[src/rtl/scp_pkg.sv]
package scp_pkg;

    typedef enum logic [2:0] {
        ST_IDLE,
        ST_CMD,
        ST_ADDR,
        ST_GAP,
        ST_DATA,
        ST_HOLD
    } scp_state_t;

    localparam int unsigned ADDR_W    = 3;
    localparam int unsigned DATA_W    = 8;
    localparam int unsigned GAP_SLOTS = 4;
    localparam int unsigned CH_COUNT  = 3;
    localparam int unsigned SLOT_W    = $clog2(DATA_W);
    localparam int unsigned NUM_REGS  = 1 << ADDR_W;
    localparam int unsigned NUM_LIVE  = NUM_REGS - 1;
    localparam int unsigned PD_BIT    = 7;

    localparam logic [ADDR_W-1:0] A_CFG      = 3'd0;
    localparam logic [ADDR_W-1:0] A_GAIN0    = 3'd1;
    localparam logic [ADDR_W-1:0] A_OFS0     = 3'd4;
    localparam logic [ADDR_W-1:0] A_RESV     = 3'd7;
    localparam logic [DATA_W-1:0] CFG_RESET  = 8'h80;

endpackage

[src/rtl/scp_sync.sv]
module scp_sync #(
    parameter int unsigned      WIDTH     = 4,
    parameter int unsigned      STAGES    = 2,
    parameter logic [WIDTH-1:0] RESET_VAL = '0
) (
    input  logic             clk,
    input  logic             rst_n,
    input  logic [WIDTH-1:0] async_in,
    output logic [WIDTH-1:0] sync_out
);

    logic [WIDTH-1:0] chain_q [STAGES];

    always_ff @(posedge clk or negedge rst_n) begin
        if (!rst_n) begin
            for (int s = 0; s < int'(STAGES); s++) begin
                chain_q[s] <= RESET_VAL;
            end
        end else begin
            chain_q[0] <= async_in;
            for (int s = 1; s < int'(STAGES); s++) begin
                chain_q[s] <= chain_q[s-1];
            end
        end
    end

    assign sync_out = chain_q[STAGES-1];

endmodule

[src/rtl/scp_frame_fsm.sv]
module scp_frame_fsm
    import scp_pkg::*;
(
    input  logic              clk,
    input  logic              rst_n,
    input  logic              sclk_s,
    input  logic              sen_n_s,
    input  logic              din_s,
    input  logic              mode_s,
    input  logic [DATA_W-1:0] rd_data,
    output logic [ADDR_W-1:0] reg_addr,
    output logic              wr_en,
    output logic [DATA_W-1:0] wr_data,
    output logic              lane_bit,
    output logic              lane3_oe,
    output logic              lane4_oe,
    output scp_state_t        fsm_state,
    output logic              fsm_rd
);

    scp_state_t        state_q, state_d;
    logic [SLOT_W-1:0] slot_q, slot_d;
    logic              sclk_d_q;
    logic              rise, fall, active;

    logic              rw_q;
    logic [ADDR_W-1:0] addr_q;
    logic [DATA_W-1:0] wsh_q;
    logic [DATA_W-1:0] rbyte_q;
    logic              wire4_q;
    logic              drive_q;
    logic              bit_q;

    assign active = ~sen_n_s;
    assign rise   = sclk_s & ~sclk_d_q;
    assign fall   = ~sclk_s & sclk_d_q;

    // state register
    always_ff @(posedge clk or negedge rst_n) begin
        if (!rst_n) begin
            state_q  <= ST_IDLE;
            slot_q   <= '0;
            sclk_d_q <= 1'b0;
        end else begin
            state_q  <= state_d;
            slot_q   <= slot_d;
            sclk_d_q <= sclk_s;
        end
    end

    // next state
    always_comb begin
        state_d = state_q;
        slot_d  = slot_q;
        if (!active) begin
            state_d = ST_IDLE;
            slot_d  = '0;
        end else begin
            unique case (state_q)
                ST_IDLE: begin
                    state_d = ST_CMD;
                    slot_d  = '0;
                end
                ST_CMD: begin
                    if (rise) begin
                        state_d = ST_ADDR;
                        slot_d  = '0;
                    end
                end
                ST_ADDR: begin
                    if (rise) begin
                        if (slot_q == SLOT_W'(ADDR_W - 1)) begin
                            state_d = ST_GAP;
                            slot_d  = '0;
                        end else begin
                            slot_d = slot_q + 1'b1;
                        end
                    end
                end
                ST_GAP: begin
                    if (rise) begin
                        if (slot_q == SLOT_W'(GAP_SLOTS - 1)) begin
                            state_d = ST_DATA;
                            slot_d  = '0;
                        end else begin
                            slot_d = slot_q + 1'b1;
                        end
                    end
                end
                ST_DATA: begin
                    if (rise) begin
                        if (slot_q == SLOT_W'(DATA_W - 1)) begin
                            state_d = ST_HOLD;
                            slot_d  = '0;
                        end else begin
                            slot_d = slot_q + 1'b1;
                        end
                    end
                end
                ST_HOLD: begin
                    state_d = ST_HOLD;
                end
                default: begin
                    state_d = ST_IDLE;
                    slot_d  = '0;
                end
            endcase
        end
    end

    // frame datapath
    always_ff @(posedge clk or negedge rst_n) begin
        if (!rst_n) begin
            rw_q    <= 1'b0;
            addr_q  <= '0;
            wsh_q   <= '0;
            rbyte_q <= '0;
            wire4_q <= 1'b0;
            drive_q <= 1'b0;
            bit_q   <= 1'b0;
        end else if (!active) begin
            drive_q <= 1'b0;
        end else begin
            if (state_q == ST_CMD && rise) begin
                rw_q <= din_s;
            end
            if (state_q == ST_ADDR && rise) begin
                addr_q <= {din_s, addr_q[ADDR_W-1:1]};
                if (slot_q == SLOT_W'(ADDR_W - 1)) begin
                    wire4_q <= mode_s;
                end
            end
            if (state_q == ST_GAP && rise && slot_q == '0) begin
                rbyte_q <= rd_data;
            end
            if (state_q == ST_DATA && rise) begin
                wsh_q <= {din_s, wsh_q[DATA_W-1:1]};
            end
            if (state_q == ST_DATA && fall && rw_q) begin
                drive_q <= 1'b1;
                bit_q   <= rbyte_q[slot_q];
            end
        end
    end

    // outputs
    always_comb begin
        reg_addr  = addr_q;
        wr_en     = active && (state_q == ST_DATA) && rise &&
                    (slot_q == SLOT_W'(DATA_W - 1)) && !rw_q;
        wr_data   = {din_s, wsh_q[DATA_W-1:1]};
        lane_bit  = bit_q;
        lane3_oe  = drive_q & ~wire4_q;
        lane4_oe  = drive_q &  wire4_q;
        fsm_state = state_q;
        fsm_rd    = rw_q;
    end

endmodule

[src/rtl/scp_regfile.sv]
module scp_regfile
    import scp_pkg::*;
#(
    parameter int unsigned WAKE_CYCLES = 1_250_000
) (
    input  logic                         clk,
    input  logic                         rst_n,
    input  logic [ADDR_W-1:0]            addr,
    input  logic                         wr_en,
    input  logic [DATA_W-1:0]            wr_data,
    output logic [DATA_W-1:0]            rd_data,
    output logic [DATA_W-1:0]            cfg_q,
    output logic [CH_COUNT*DATA_W-1:0]   gain_q,
    output logic [CH_COUNT*DATA_W-1:0]   ofs_q,
    output logic                         cfg_ready
);

    localparam int unsigned WAKE_W = $clog2(WAKE_CYCLES + 1);

    logic [DATA_W-1:0] live_q [NUM_LIVE];
    logic [WAKE_W-1:0] wake_q;
    logic              wake_start;

    always_ff @(posedge clk or negedge rst_n) begin
        if (!rst_n) begin
            for (int i = 0; i < int'(NUM_LIVE); i++) begin
                live_q[i] <= (i == 0) ? CFG_RESET : '0;
            end
        end else if (wr_en && addr != A_RESV) begin
            live_q[addr] <= wr_data;
        end
    end

    always_comb begin
        if (addr == A_RESV) begin
            rd_data = '0;
        end else begin
            rd_data = live_q[addr];
        end
    end

    assign cfg_q = live_q[A_CFG];

    generate
        for (genvar ch = 0; ch < int'(CH_COUNT); ch++) begin : g_chan
            assign gain_q[ch*DATA_W +: DATA_W] = live_q[int'(A_GAIN0) + ch];
            assign ofs_q[ch*DATA_W +: DATA_W]  = live_q[int'(A_OFS0) + ch];
        end
    endgenerate

    assign wake_start = wr_en && (addr == A_CFG) &&
                        !wr_data[PD_BIT] && live_q[A_CFG][PD_BIT];

    always_ff @(posedge clk or negedge rst_n) begin
        if (!rst_n) begin
            wake_q <= '0;
        end else if (wake_start) begin
            wake_q <= WAKE_W'(WAKE_CYCLES);
        end else if (wake_q != '0) begin
            wake_q <= wake_q - 1'b1;
        end
    end

    assign cfg_ready = !live_q[A_CFG][PD_BIT] && (wake_q == '0);

endmodule

[src/rtl/serial_cfg_port.sv]
module serial_cfg_port
    import scp_pkg::*;
#(
    parameter int unsigned SYNC_STAGES = 2,
    parameter int unsigned WAKE_CYCLES = 1_250_000
) (
    input  logic                       clk,
    input  logic                       rst_n,
    input  logic                       ser_clk,
    input  logic                       ser_en_n,
    input  logic                       ser_din,
    input  logic                       ser_mode_in,
    output logic                       ser_dout,
    output logic                       ser_dout_oe,
    output logic                       ser_mode_out,
    output logic                       ser_mode_oe,
    output logic [DATA_W-1:0]          cfg_q,
    output logic [CH_COUNT*DATA_W-1:0] gain_q,
    output logic [CH_COUNT*DATA_W-1:0] ofs_q,
    output logic                       cfg_ready
);

    localparam int unsigned     PIN_W     = 4;
    localparam logic [PIN_W-1:0] PIN_RESET = 4'b0010;

    logic [PIN_W-1:0]  pins_s;
    logic              sclk_s, sen_n_s, din_s, mode_s;
    logic [ADDR_W-1:0] reg_addr;
    logic              wr_en;
    logic [DATA_W-1:0] wr_data;
    logic [DATA_W-1:0] rd_data;
    logic              lane_bit;
    scp_state_t        fsm_state;
    logic              fsm_rd;

    scp_sync #(
        .WIDTH     (PIN_W),
        .STAGES    (SYNC_STAGES),
        .RESET_VAL (PIN_RESET)
    ) u_sync (
        .clk      (clk),
        .rst_n    (rst_n),
        .async_in ({ser_mode_in, ser_din, ser_en_n, ser_clk}),
        .sync_out (pins_s)
    );

    assign {mode_s, din_s, sen_n_s, sclk_s} = pins_s;

    scp_frame_fsm u_fsm (
        .clk       (clk),
        .rst_n     (rst_n),
        .sclk_s    (sclk_s),
        .sen_n_s   (sen_n_s),
        .din_s     (din_s),
        .mode_s    (mode_s),
        .rd_data   (rd_data),
        .reg_addr  (reg_addr),
        .wr_en     (wr_en),
        .wr_data   (wr_data),
        .lane_bit  (lane_bit),
        .lane3_oe  (ser_dout_oe),
        .lane4_oe  (ser_mode_oe),
        .fsm_state (fsm_state),
        .fsm_rd    (fsm_rd)
    );

    scp_regfile #(
        .WAKE_CYCLES (WAKE_CYCLES)
    ) u_regs (
        .clk       (clk),
        .rst_n     (rst_n),
        .addr      (reg_addr),
        .wr_en     (wr_en),
        .wr_data   (wr_data),
        .rd_data   (rd_data),
        .cfg_q     (cfg_q),
        .gain_q    (gain_q),
        .ofs_q     (ofs_q),
        .cfg_ready (cfg_ready)
    );

    assign ser_dout     = lane_bit;
    assign ser_mode_out = lane_bit;

endmodule

[config.mk]
export PLATFORM = sky130hd
export DESIGN_NAME = serial_cfg_port
export DESIGN_NICKNAME = d
export VERILOG_FILES = /design/src/rtl/scp_pkg.sv /design/src/rtl/scp_sync.sv /design/src/rtl/scp_frame_fsm.sv /design/src/rtl/scp_regfile.sv /design/src/rtl/serial_cfg_port.sv
export SDC_FILE = /design/constraint.sdc
export NUM_CORES = 1
export LEC_CHECK = 0
export ABC_AREA = 1
export BUFFER_PORTS_ARGS = -buffer_cell sky130_fd_sc_hd__buf_2
export CORE_MARGIN = 3
export CORE_UTILIZATION = 50
export CTS_CLUSTER_SIZE = 40
export DETAILED_ROUTE_END_ITERATION = 10
export GPL_TIMING_DRIVEN = 0
export PLACE_DENSITY = 0.81
export SLEW_MARGIN = 20
export SYNTH_ARGS = -nofsm -noshare
export SYNTH_HDL_FRONTEND = slang
export SYNTH_SLANG_ARGS = --single-unit
[constraint.sdc]
create_clock -name clk -period 2.9 [get_ports clk]
set_clock_uncertainty 0.2 [all_clocks]
set_input_delay 0.58 -clock clk [delete_from_list [all_inputs] [get_ports clk]]
set_output_delay 0.58 -clock clk [all_outputs]
set_load 0.1 [all_outputs]
==> impl_metrics.py <==
metrics = {
    "logic_synthesis": {
        "ys_seq_area_frac": 0.488,
        "syn-num-nets": 737,
        "synth-edff-count": 0,
        "syn_area_per_cell_um2": 8.09,
        "synth-warning-count": 0,
        "yosys.cell_types.count": 39,
        "syn-cell-area_um2": 5850,
        "synth_ff_type": "dfrtp_1",
        "synthArstFlopShare": 1.00,
        "postSynthCellCount": 723,
        "ys_seq_elements": 114,
    },
    "cts": {
        "cts_buffers": 17,
        "clk_pin_slew_ns": 0.06,
        "cts_sinks": 114,
        "cts_buffer_depth": 2,
        "cts_tree": "done",
        "h-tree-depth": 4,
        "cts-root-buf": "clkbuf_16",
        "insertion_delay_ns": 0.43,
        "postCtsSetupBuffers": 0,
    },
    "grt": {
        "gr-usage-all-layers": 0.242,
        "grt_max_degree": 68,
        "grt-ovfl-total": 0,
        "grt_pass1_wl_mm": 24.6,
        "antenna_found_initial": 0,
        "grt_pass1_vias": 5072,
    },
    "detailed_routing": {
        "drc": 0,
        "drtIter0Drc": 371,
        "ant_nets": 0,
        "wirelength_mm": 14.8,
        "wire_per_inst_um": 15.4,
        "drt_first_pass_iters": 5,
        "vias": 5197,
        "viasPerCell": 5.40,
    },
    "sta": {
        "final.period_utilization": 0.938,
        "hold_viol": 0,
        "finalSetupTns_ns": 0,
        "worstMarginPinSlew_ns": 0.566,
        "slew_violations": 0,
        "fmax_mhz": 367,
        "fin_ws_ns": 0.178,
        "period_needed_ns": 2.72,
        "finalSetupViolations": 0,
        "rsz0062_at_grt": "false",
        "timing.slew.headroom": 0.623,
    },
    "worst_setup_path": {
        "required_ns": 2.12,
        "setup.worst_path.start_class": "flip-flop",
        "path_class": "reg2out",
        "crit_path_max_fanout": 6,
        "crit_path_end_kind": "output pin",
        "critPathArrivalTime_ns": 1.94,
    },
    "placement": {
        "gp_congestion": 0.929,
        "dp_slack_ns": 0.346,
        "place_area_um2": 6390,
        "portBuffers": 66,
        "dp_hpwl_mm": 10.4,
    },
    "floorplan": {
        "row_count": 38,
        "dieHeight_um": 114,
        "die_width_um": 114,
        "boundaryPins": 67,
        "coreArea_um2": 11100,
        "initial_core_util": 0.526,
        "fp.dieArea_um2": 13000,
    },
    "final_layout": {
        "final_cell_mix": "nand2_1 (219), dfrtp_1 (111), buf_2 (73), inv_1 (72), nor2_1 (70)",
        "diodes": 0,
        "num-fill-cells": 955,
        "fin_nets": 824,
        "final_area_um2": 7040,
        "area_growth_pct": 20.3,
        "layout_commonest_cell": "nand2_1",
        "final_util": 0.633,
        "drive_gt1_frac": 0.192,
    },
    "status": {
        "status": "complete, no violations",
    },
    "power": {
        "peakVddDrop_v": 0.000527,
        "leakagePower_uw": 0.00361,
        "total_power_uw": 4500,
        "power_density_nw_per_um2": 640,
    },
    "min_path": {
        "hold_path_class": "in2reg",
    },
    "job": {
        "max_cap_violations": 0,
    },
}
## cell usage after synthesis, types with 3 or more instances
master	n	area, um^2
buf_6	8	90.1
nor2_1	72	270
o21ai_1	46	230
o21ai_2	8	70.1
xor2_1	3	26.3
ha_1	8	100
buf_2	9	45.0
nor2_4	3	33.8
nand2_1	219	822
inv_1	72	270
dfstp_2	3	78.8
a21oi_1	25	125
nand3_1	42	210
nand4_1	17	106
dfrtp_1	111	2780
nand4_4	6	128
o22ai_1	3	18.8
o21ai_0	41	205
## per-stage QoR
step	std cells	hold slack, ns
after CTS	963	0.0384
after floorplan	723	0.0844
after global placement	929	0.135
final	963	0.0532
after detailed placement	930	0.136
after global routing	963	0.0424
## report_power, final
part / internal, uW / switching [uW] / total (uW)
clock network: 1420 / 768 / 2190
logic: 154 / 475 / 629
registers: 1650 / 44.3 / 1690
total: 3220 / 1290 / 4500
## area by class of cell
type                       count  area [um^2]  share of cell area
tap                          140          175              0.0249
clock buffer                  20          467              0.0663
sequential                   114         2860               0.406
inverter                      75          287              0.0407
timing repair buffer          68          380              0.0540
clock inverter                12          154              0.0219
multi-input combinational    510         2520               0.358
buffer                        24          199              0.0283
## cells by family after synthesis
family | share of synthesized area
and+or+nand+nor | 0.293
AOI/OAI and AO/OA | 0.115
DFF | 0.488
buffers and inverters | 0.0830
adders and majority gates | 0.0171
xor gates and xnor gates | 0.00449
## registers in the layout (all words and copies together), names as in the netlist
| register | cells |
|---|---|
| u_fsm.fsm_state | 3 |
| u_regs.ofs_q | 24 |
| u_fsm.sclk_d_q | 1 |
| u_regs.cfg_q | 8 |
| u_fsm.reg_addr | 3 |
| u_regs.gain_q | 24 |
| u_sync.chain_q | 4 |
| u_fsm.rbyte_q | 8 |
| u_fsm.fsm_rd | 1 |
| u_fsm.wire4_q | 1 |
| u_fsm.drive_q | 1 |
| u_regs.wake_q | 21 |
| u_fsm.slot_q | 3 |
| u_fsm.wsh_q | 7 |
| u_sync.sync_out | 4 |
| u_fsm.lane_bit | 1 |
## worst paths after layout
| path | to | cells after the start | slack, ns | from |
|---|---|---|---|---|
| setup / recovery | cfg_ready | 7 | 0.18 | u_regs.wake_q[0] |
| hold / removal | u_sync.chain_q[6] | 1 | 0.05 | ser_din |
| setup reg to reg | u_regs.wake_q[8] | 10 | 0.41 | u_fsm.slot_q[0] |
| hold reg to reg | u_sync.sync_out[3] | 0 | 0.15 | u_sync.chain_q[7] |
| max in group asynchronous | u_regs.cfg_q[7] | 3 | 1.37 | rst_n |
| min in group asynchronous | u_regs.wake_q[9] | 2 | 0.45 | rst_n |
## worst max-delay path, stage by stage (launching register included)
cell	delay (ns)
dfrtp_1	0.37
inv_1	0.16
ha_1	0.21
nand2_1	0.10
nor3b_2	0.20
nand3_1	0.13
nor2_2	0.11
buf_6	0.23
## metal layers
layer  GRT usage  vias to the layer above  share of wire
met4       0.101                        0          0.019
met1       0.315                     2469           0.43
met5           0                        -              0
met3      0.0555                       34          0.066
li1            -                     2521              -
met2       0.390                      173           0.49
## what timing repair did
action	4_1_cts	5_1_grt
setup endpoints to repair	1	1
hold endpoints to repair	45	0
hold buffers	1	0
gates resized for setup	2	2
No activity file was read; power rests on OpenSTA's default activity.
